$ cat src/rtl/uart_rx_pkg.sv
package uart_rx_pkg;

  localparam int unsigned IDLE_BITS_DFLT = 10;

  typedef enum logic [2:0] {
    S_HUNT  = 3'd0,
    S_ARMED = 3'd1,
    S_START = 3'd2,
    S_DATA  = 3'd3,
    S_STOP  = 3'd4
  } rx_state_e;

  // Minimum clocks of continuous high before arming may occur.
  function automatic int unsigned min_idle_clocks(int unsigned bits, int unsigned ovs,
                                                  int unsigned div);
    int unsigned t;
    t = bits * ovs;
    return (t == 0) ? 0 : (t - 1) * (div + 1);
  endfunction

endpackage

$ cat src/rtl/uart_rx_sync.sv
module uart_rx_sync (
  input  logic clk,
  input  logic rst_n,
  input  logic d_in,
  output logic d_out
);
  logic s1, s2;

  always_ff @(posedge clk) begin
    if (!rst_n) begin
      s1 <= 1'b1;
      s2 <= 1'b1;
    end else begin
      s1 <= d_in;
      s2 <= s1;
    end
  end

  assign d_out = s2;
endmodule

$ cat src/rtl/uart_rx_tick.sv
module uart_rx_tick #(
  parameter int DIV_W = 16
) (
  input  logic             clk,
  input  logic             rst_n,
  input  logic [DIV_W-1:0] os_div,
  output logic             tick
);
  logic [DIV_W-1:0] cnt;

  assign tick = (cnt >= os_div);

  always_ff @(posedge clk) begin
    if (!rst_n)    cnt <= '0;
    else if (tick) cnt <= '0;
    else           cnt <= cnt + DIV_W'(1);
  end
endmodule

$ cat src/rtl/uart_rx_fsm.sv
module uart_rx_fsm
  import uart_rx_pkg::*;
#(
  parameter int OVS    = 16,
  parameter int IDLE_W = 8,
  parameter int DATA_W = 8
) (
  input  logic              clk,
  input  logic              rst_n,
  input  logic              tick,
  input  logic              line_s,
  input  logic [IDLE_W-1:0] idle_bits,
  output logic [DATA_W-1:0] data_q,
  output logic              valid_q,
  output logic              ferr_q,
  output logic              armed,
  output logic              hunt_done,
  output logic              start_seen,
  output logic              glitch_seen
);
  localparam int OVS_W = $clog2(OVS);
  localparam int HW    = IDLE_W + OVS_W;
  localparam int HALF  = OVS / 2;
  localparam int BIT_W = (DATA_W > 1) ? $clog2(DATA_W) : 1;

  rx_state_e         state;
  logic [OVS_W-1:0]  os_cnt;
  logic [HW-1:0]     hunt_cnt;
  logic [HW-1:0]     target;
  logic [BIT_W-1:0]  bit_idx;
  logic [DATA_W-1:0] shreg;
  logic              mid_start;
  logic              bit_end;

  assign target      = HW'(idle_bits) * HW'(OVS);
  assign hunt_done   = (state == S_HUNT) && tick && line_s && ((hunt_cnt + HW'(1)) >= target);
  assign start_seen  = (state == S_ARMED) && tick && !line_s;
  assign mid_start   = (state == S_START) && tick && (os_cnt == OVS_W'(HALF - 1));
  assign glitch_seen = mid_start && line_s;
  assign bit_end     = tick && (os_cnt == OVS_W'(OVS - 1));
  assign armed       = (state == S_ARMED);

  always_ff @(posedge clk) begin
    if (!rst_n) begin
      state    <= S_HUNT;
      os_cnt   <= '0;
      hunt_cnt <= '0;
      bit_idx  <= '0;
      shreg    <= '0;
      data_q   <= '0;
      valid_q  <= 1'b0;
      ferr_q   <= 1'b0;
    end else begin
      valid_q <= 1'b0;
      ferr_q  <= 1'b0;
      case (state)
        S_HUNT: begin
          if (tick) begin
            if (!line_s) hunt_cnt <= '0;
            else if (hunt_done) begin
              hunt_cnt <= '0;
              state    <= S_ARMED;
            end else hunt_cnt <= hunt_cnt + HW'(1);
          end
        end
        S_ARMED: begin
          if (start_seen) begin
            os_cnt <= '0;
            state  <= S_START;
          end
        end
        S_START: begin
          if (mid_start) begin
            os_cnt <= '0;
            if (line_s) state <= S_ARMED;
            else begin
              bit_idx <= '0;
              state   <= S_DATA;
            end
          end else if (tick) os_cnt <= os_cnt + OVS_W'(1);
        end
        S_DATA: begin
          if (bit_end) begin
            os_cnt  <= '0;
            shreg   <= {line_s, shreg[DATA_W-1:1]};
            bit_idx <= bit_idx + BIT_W'(1);
            if (bit_idx == BIT_W'(DATA_W - 1)) state <= S_STOP;
          end else if (tick) os_cnt <= os_cnt + OVS_W'(1);
        end
        S_STOP: begin
          if (bit_end) begin
            os_cnt <= '0;
            if (line_s) begin
              data_q  <= shreg;
              valid_q <= 1'b1;
              state   <= S_ARMED;
            end else begin
              ferr_q   <= 1'b1;
              hunt_cnt <= '0;
              state    <= S_HUNT;
            end
          end else if (tick) os_cnt <= os_cnt + OVS_W'(1);
        end
        default: state <= S_HUNT;
      endcase
    end
  end
endmodule

$ cat src/rtl/uart_idle_rx.sv
module uart_idle_rx #(
  parameter int OVS    = 16,
  parameter int IDLE_W = 8,
  parameter int DIV_W  = 16,
  parameter int DATA_W = 8
) (
  input  logic              clk,
  input  logic              rst_n,
  input  logic [DIV_W-1:0]  os_div,
  input  logic [IDLE_W-1:0] idle_bits,
  input  logic              rx_line,
  output logic [DATA_W-1:0] rx_data,
  output logic              rx_valid,
  output logic              frame_err,
  output logic              armed
);
  logic line_s;
  logic tick;
  logic hunt_done;
  logic start_seen;
  logic glitch_seen;

  uart_rx_sync u_sync (
    .clk   (clk),
    .rst_n (rst_n),
    .d_in  (rx_line),
    .d_out (line_s)
  );

  uart_rx_tick #(.DIV_W(DIV_W)) u_tick (
    .clk    (clk),
    .rst_n  (rst_n),
    .os_div (os_div),
    .tick   (tick)
  );

  uart_rx_fsm #(.OVS(OVS), .IDLE_W(IDLE_W), .DATA_W(DATA_W)) u_fsm (
    .clk         (clk),
    .rst_n       (rst_n),
    .tick        (tick),
    .line_s      (line_s),
    .idle_bits   (idle_bits),
    .data_q      (rx_data),
    .valid_q     (rx_valid),
    .ferr_q      (frame_err),
    .armed       (armed),
    .hunt_done   (hunt_done),
    .start_seen  (start_seen),
    .glitch_seen (glitch_seen)
  );
endmodule

$ cat config.mk
export PLATFORM = sky130hd
export DESIGN_NAME = uart_idle_rx
export DESIGN_NICKNAME = d
export VERILOG_FILES = /design/src/rtl/uart_rx_pkg.sv /design/src/rtl/uart_rx_sync.sv /design/src/rtl/uart_rx_tick.sv /design/src/rtl/uart_rx_fsm.sv /design/src/rtl/uart_idle_rx.sv
export SDC_FILE = /design/constraint.sdc
export NUM_CORES = 1
export LEC_CHECK = 0
export ABC_AREA = 1
export CAP_MARGIN = 20
export CORE_ASPECT_RATIO = 0.7
export CORE_MARGIN = 4
export CORE_UTILIZATION = 30
export DETAILED_ROUTE_END_ITERATION = 6
export GPL_TIMING_DRIVEN = 0
export SLEW_MARGIN = 20
export SYNTH_ARGS = -nofsm -noshare
export SYNTH_HDL_FRONTEND = slang
export SYNTH_SLANG_ARGS = --single-unit
$ cat constraint.sdc
create_clock -name clk -period 8.2 [get_ports clk]
set_clock_uncertainty 0.1 [all_clocks]
set_input_delay 1.64 -clock clk [delete_from_list [all_inputs] [get_ports clk]]
set_output_delay 1.64 -clock clk [all_outputs]
set_load 0.05 [all_outputs]
Yosys cells after proc, flatten, opt, wreduce, memory -nomap -nowiden
Index checks and enable logic that the tools add are counted.
{ "totals": {"regBits": 58, "in_bits": 27, "out_inout_bits": 11, "word_cells": 85} }
{ "classes": {"n_addsub": 4, "order_cmp": 2, "eq_ne": 17, "mux": 28, "n_bitwise": 1, "n_reduce_logical": 22} }
{ "op_table": {"columns": ["cell", "n"], "rows": [
  ["$mux W12", 5],
  ["$mux W3", 11],
  ["$pmux W12 S2", 1],
  ["$add A16 B1 Y16 const B", 1],
  ["$ge A16 B16 Y1", 1],
  ["$mux W4", 4],
  ["$pmux W3 S5", 1],
  ["$add A12 B1 Y12 const B", 1],
  ["$ge A12 B12 Y1", 1],
  ["$ne A2 B1 Y1 const B", 6],
  ["$pmux W4 S3", 1],
  ["$logic_and A1 B1 Y1", 8],
  ["$ne A2 B2 Y1 const B", 4],
  ["$reduce_and A4 Y1", 2],
  ["$reduce_and A8 Y1", 1],
  ["$eq A3 B2 Y1 const B", 2],
  ["$eq A3 B3 Y1 const B", 2],
  ["$pmux W3 S2", 1],
  ["$reduce_and A3 Y1", 2],
  ["$add A4 B1 Y4 const B", 1],
  ["$eq A4 B3 Y1 const B", 1],
  ["$eq A4 B4 Y1 const B", 1],
  ["$reduce_and A2 Y1", 2],
  ["$reduce_bool A2 Y1", 2],
  ["9 further kinds", 12]
]} }

Longest topological paths before layout
Gate-level depths: netlist (run 1).
{ "logic_depth": {"word_depth": 8, "depth_mapped": 20, "mapped_depth_nobuf": 20} }

Cells and area by module
A second synthesis (run 1) with hierarchy kept.
{ "unflattened": {"hier_cells": 462, "hier_area_um2": 3337.0} }
{ "by_module_without_submodules": {"columns": ["module", "instances", "cells_per_inst", "area_per_inst_um2", "seq_area_each_um2"], "rows": [
  ["uart_rx_fsm", 1, 303, 2152.1, 800.8],
  ["uart_rx_tick", 1, 153, 1129.8, 320.3],
  ["uart_rx_sync", 1, 6, 55.1, 40.0]
]} }

Worst setup path after synthesis (run 1)
No wires, ideal clock.
{ "synth_timing": {"path_type": "flip-flop to output port", "startpoint": "reg u_fsm.state[0]", "endpoint": "out armed", "arrival_ps": 1581, "required_time_ps": 6460, "slack_ps": 4879, "path_stages_with_launch": 3, "n_path_buf": 0, "path_cell_list": "dfxtp_1 > inv_2 > nor3_1"} }
{ "synth_between": {"elab_chain_len": 1} }
{ "synth_rtl": {"columns": ["item", "line", "rtl"], "rows": [
  ["from (decl)", "uart_rx_fsm.sv:26", "rx_state_e state;"],
  ["from (signal assigned)", "uart_rx_fsm.sv:45", "state <= S_HUNT;"],
  ["from (signal assigned)", "uart_rx_fsm.sv:62", "state <= S_ARMED;"],
  ["from (signal assigned)", "uart_rx_fsm.sv:69", "state <= S_START;"],
  ["$eq A3 B1 Y1", "uart_rx_fsm.sv:41", "assign armed = (state == S_ARMED);"],
  ["to (decl)", "uart_idle_rx.sv:15", "output logic armed"]
]} }
Every way passes these cells.

Worst setup path in the final report (run 1)
Same ends and word-level chain as after synthesis.

==> impl_results.md, run 1 <==
- Status: finished, final reports clean
- Post-cts resize count: 0
- Fraction of registers with async set/reset: 0%
- Post-DP HPWL: around 6 mm
- Tightest Pin Transition: approximately 0.55 ns
- Skew-Pair Late Insertion Delay: 0.33 ns
- Clock tree root driver cell: clkbuf_16
- Startpoint Class: register
- Gate Count Post-Synth: 480
- Sink Count: between 50 and 60
- CP cell instances: inv_2 -> nor3_1 -> clkdlybuf4s50_1
- GPL Wtd Cong: about 0.85
- Worst Path Arrival: roughly 2.1 ns
- Number of synthesis warnings: 0
- Count of distinct cell types in the synthesized netlist: 40
- Crit path time final: around 3.8 ns
- Static Leakage: about 2.0 nW
- H-tree depth: 3
- Pwr Total: roughly 0.72 mW
- Via/cell ratio: around 4.5
- DRT iter0 DRCs: roughly 120
- Routed len/inst: around 11 µm
- CP max stage delay: ~0.89 ns
- Share of cells above drive strength 1: about 11%
- Critical-path top delay cell: clkdlybuf4s50_1
- Post-layout util: about two fifths
- Setup TNS: 0 ns
- CTS tree: built
- Vias in the first global route: 2959
- Final ANT Viol Nets: 0
- Site row count: 32
- Setup Fix Bufs, Post-CTS: 0
- 1st-pass router iterations: 4
- Post-layout nets: around 580
- Peak VDD IR: between 0.1 and 0.15 mV
- Synth Register Bits: 58
- Drt drc: 0
- Die Area: roughly 0.013 mm²
- Maxcap violations: 0
- Power per Cell Area: around 170 mW/mm²
- Num CTS Buffers: 9
- GRT Total Usage: around an eighth
- Synthesized area: ~0.0034 mm²
- N_diodes: 0
- Initial antenna violation count: 0
- Synth top area share: between 30% and 40%
- Chip Height: ~97 µm
- Final hold violations: 0
- Worst slack, placed: 4.152 ns
- Largest net degree at the start of global routing: 11
- Initial core utilization: 30.92%
- DRT Wirelength: around 7.7 mm
- Critical-path maximum fanout: 4
- Max frequency: about 0.26 GHz
- Setup repair after global routing missed its margin: false
- Area Overhead vs Synth: 25.72%
- Crit Path Category: reg -> out
- CTS clk-pin slew, worst paths: about 0.05 ns
- Seq/Total Area, Yosys: 33.86%
- CP endpoint kind: output port
- Post-synth EDFFs: 0
- Mapped Nets: around 540
- Slack of the critical path: approximately 4.4 ns
- First-pass GRT wire length: approximately 14 mm
- Crit share post-route: ~46%
- Port buffer count: 37
- Setup violations, final: 0
- Top cells by instance count after synthesis: 83 x nand2_1, 72 x inv_1, 58 x dfxtp_1, 51 x nor2_1, 39 x a21oi_1
- Largest cells by area after synthesis: dfxtp_1 34%, ha_1 11%, nand2_1 9.1%, inv_1 7.9%, a21oi_1 5.7%
- Synth area leader: dfxtp_1
- Hold_buf cts: 0
- Io pins: 38
- GR Overflow Total: 0
- Placeable Area: between 0.01 and 0.015 mm²
- Worst path required time: approximately 6.5 ns
- Die width: about 140 µm
- Vias: roughly 3000
- Clk buf depth: 2
- Synth Area per Inst: ~7.1 µm²
- Slew headroom: between 60% and 70%
- Dominant synthesized flop cell: dfxtp_1
- Hold/Removal Path Class: reg -> reg
- Slew Viols, Final: 0
- Count leader, synth: nand2_1
[worst max-delay path: cells and delay by family (launching register included)]
kind | cells | cell delay, ns
buffers and inverters | 2 | 0.96
DFF | 1 | 0.41
and+or+nand+nor | 1 | 0.37
[per-layer routing]
metal	track usage, %	vias to the layer above	part of all wire (%)
met1	17.78	1384	53
met5	0	-	0
met2	18.00	40	42
met4	4.725	0	1.8
met3	3.986	13	3.7
li1	-	1652	-
[layout by cell type, fill, tap and decap left out, types with 2 or more instances in the layout]
cell             instances
nand2_1                 83
inv_1                   72
dfxtp_1                 58
nor2_1                  51
a21oi_1                 39
clkdlybuf4s50_1         37
nand3_1                 29
ha_1                    29
o21ai_0                 22
nor3_1                  11
xor2_1                  10
inv_2                    9
clkbuf_16                9
nand2_2                  8
nand4_1                  8
nor2_2                   8
nor3_2                   4
xnor2_1                  4
clkbuf_1                 4
nor4_1                   3
buf_2                    3
nand2_4                  2
buf_4                    2
nor2_4                   2
nor3b_1                  2
or2_2                    2
o211a_1                  2
clkbuf_8                 2
bufinv_16                2
[power by group]
part           internal (mW)  switching [mW]  leakage (nW)
Combinational         0.0188          0.0177          1.33
Clock                  0.280           0.121         0.156
Sequential             0.284         0.00168         0.468
[final cells by class]
class | instances | area (µm²)
flip-flops and latches | 58 | 1161
plain buffers | 8 | 52.55
multi-input cells | 332 | 1908
inverters | 82 | 307.8
clock buffers | 13 | 260.3
repair buffers | 37 | 370.4
fillers | 1155 | 6779
well taps | 153 | 191.4
clock inverters | 2 | 60.06
[stage by stage]
stage          instance area [µm²]  hold slack [ns]  instances
3_5_place_dp                  3991           0.2998        670
4_1_cts                       4312           0.3116        685
5_1_grt                       4312           0.3239        685
6_report                      4312           0.3110        685
2_1_floorplan                 3430           0.2925        480
3_3_place_gp                  3991           0.2982        670
[worst paths after layout]
| kind | start | end | slack [ns] | cells past startpoint |
|---|---|---|---|---|
| worst min-delay path | u_sync.s1$_SDFF_PN1_ | u_sync.d_out$_SDFF_PN1_ | 0.31 | 1 |
| worst max register to register | u_fsm.hunt_cnt[0]$_SDFFE_PN0P_ | u_fsm.hunt_cnt[10]$_SDFFE_PN0P_ | 5.05 | 17 |
| worst max-delay path | u_fsm.state[0]$_SDFFE_PN0P_ | armed | 4.39 | 3 |
| worst min register to register | u_sync.s1$_SDFF_PN1_ | u_sync.d_out$_SDFF_PN1_ | 0.31 | 1 |
[registers in the layout, summed over array words and instances (netlist names)]
name and cells:
u_fsm.bit_idx 3, u_fsm.data_q 8, u_fsm.ferr_q 1, u_fsm.hunt_cnt 12, u_fsm.os_cnt 4, u_fsm.shreg 8
u_fsm.state 3, u_fsm.valid_q 1, u_sync.d_out 1, u_sync.s1 1, u_tick.cnt 16
[logic make-up after synthesis]
| logic type | share of synthesized area, % |
|---|---|
| buf+inv | 10.51 |
| compound gates | 11.53 |
| flops | 33.86 |
| fa+ha+maj | 10.58 |
| xor+xnor | 3.575 |
| simple gates | 29.95 |
Note: power is estimated with default switching activity, not from simulation.
==> run 2: changes to the inputs <==
clock period = 3.5 ns   (was 8.2 ns; I/O delays follow)
==> results of run 2 <==
The final DEF is identical to that of run 1. Status: finished, final reports clean.
Main changes from that run: setup slack after placement 4.152 ns -> 0.3920 ns; setup slack after layout 4.392 ns -> 0.3543 ns; start point of the critical path u_fsm.state[0]$_SDFFE_PN0P_ -> u_fsm.hunt_cnt[0]$_SDFFE_PN0P_; end point of the critical path armed -> u_fsm.hunt_cnt[10]$_SDFFE_PN0P_; register-to-register setup slack 5.05 ns -> 0.35 ns; total power 0.7237 mW -> 1.695 mW; worst IR drop on VDD 0.1193 mV -> 0.2795 mV
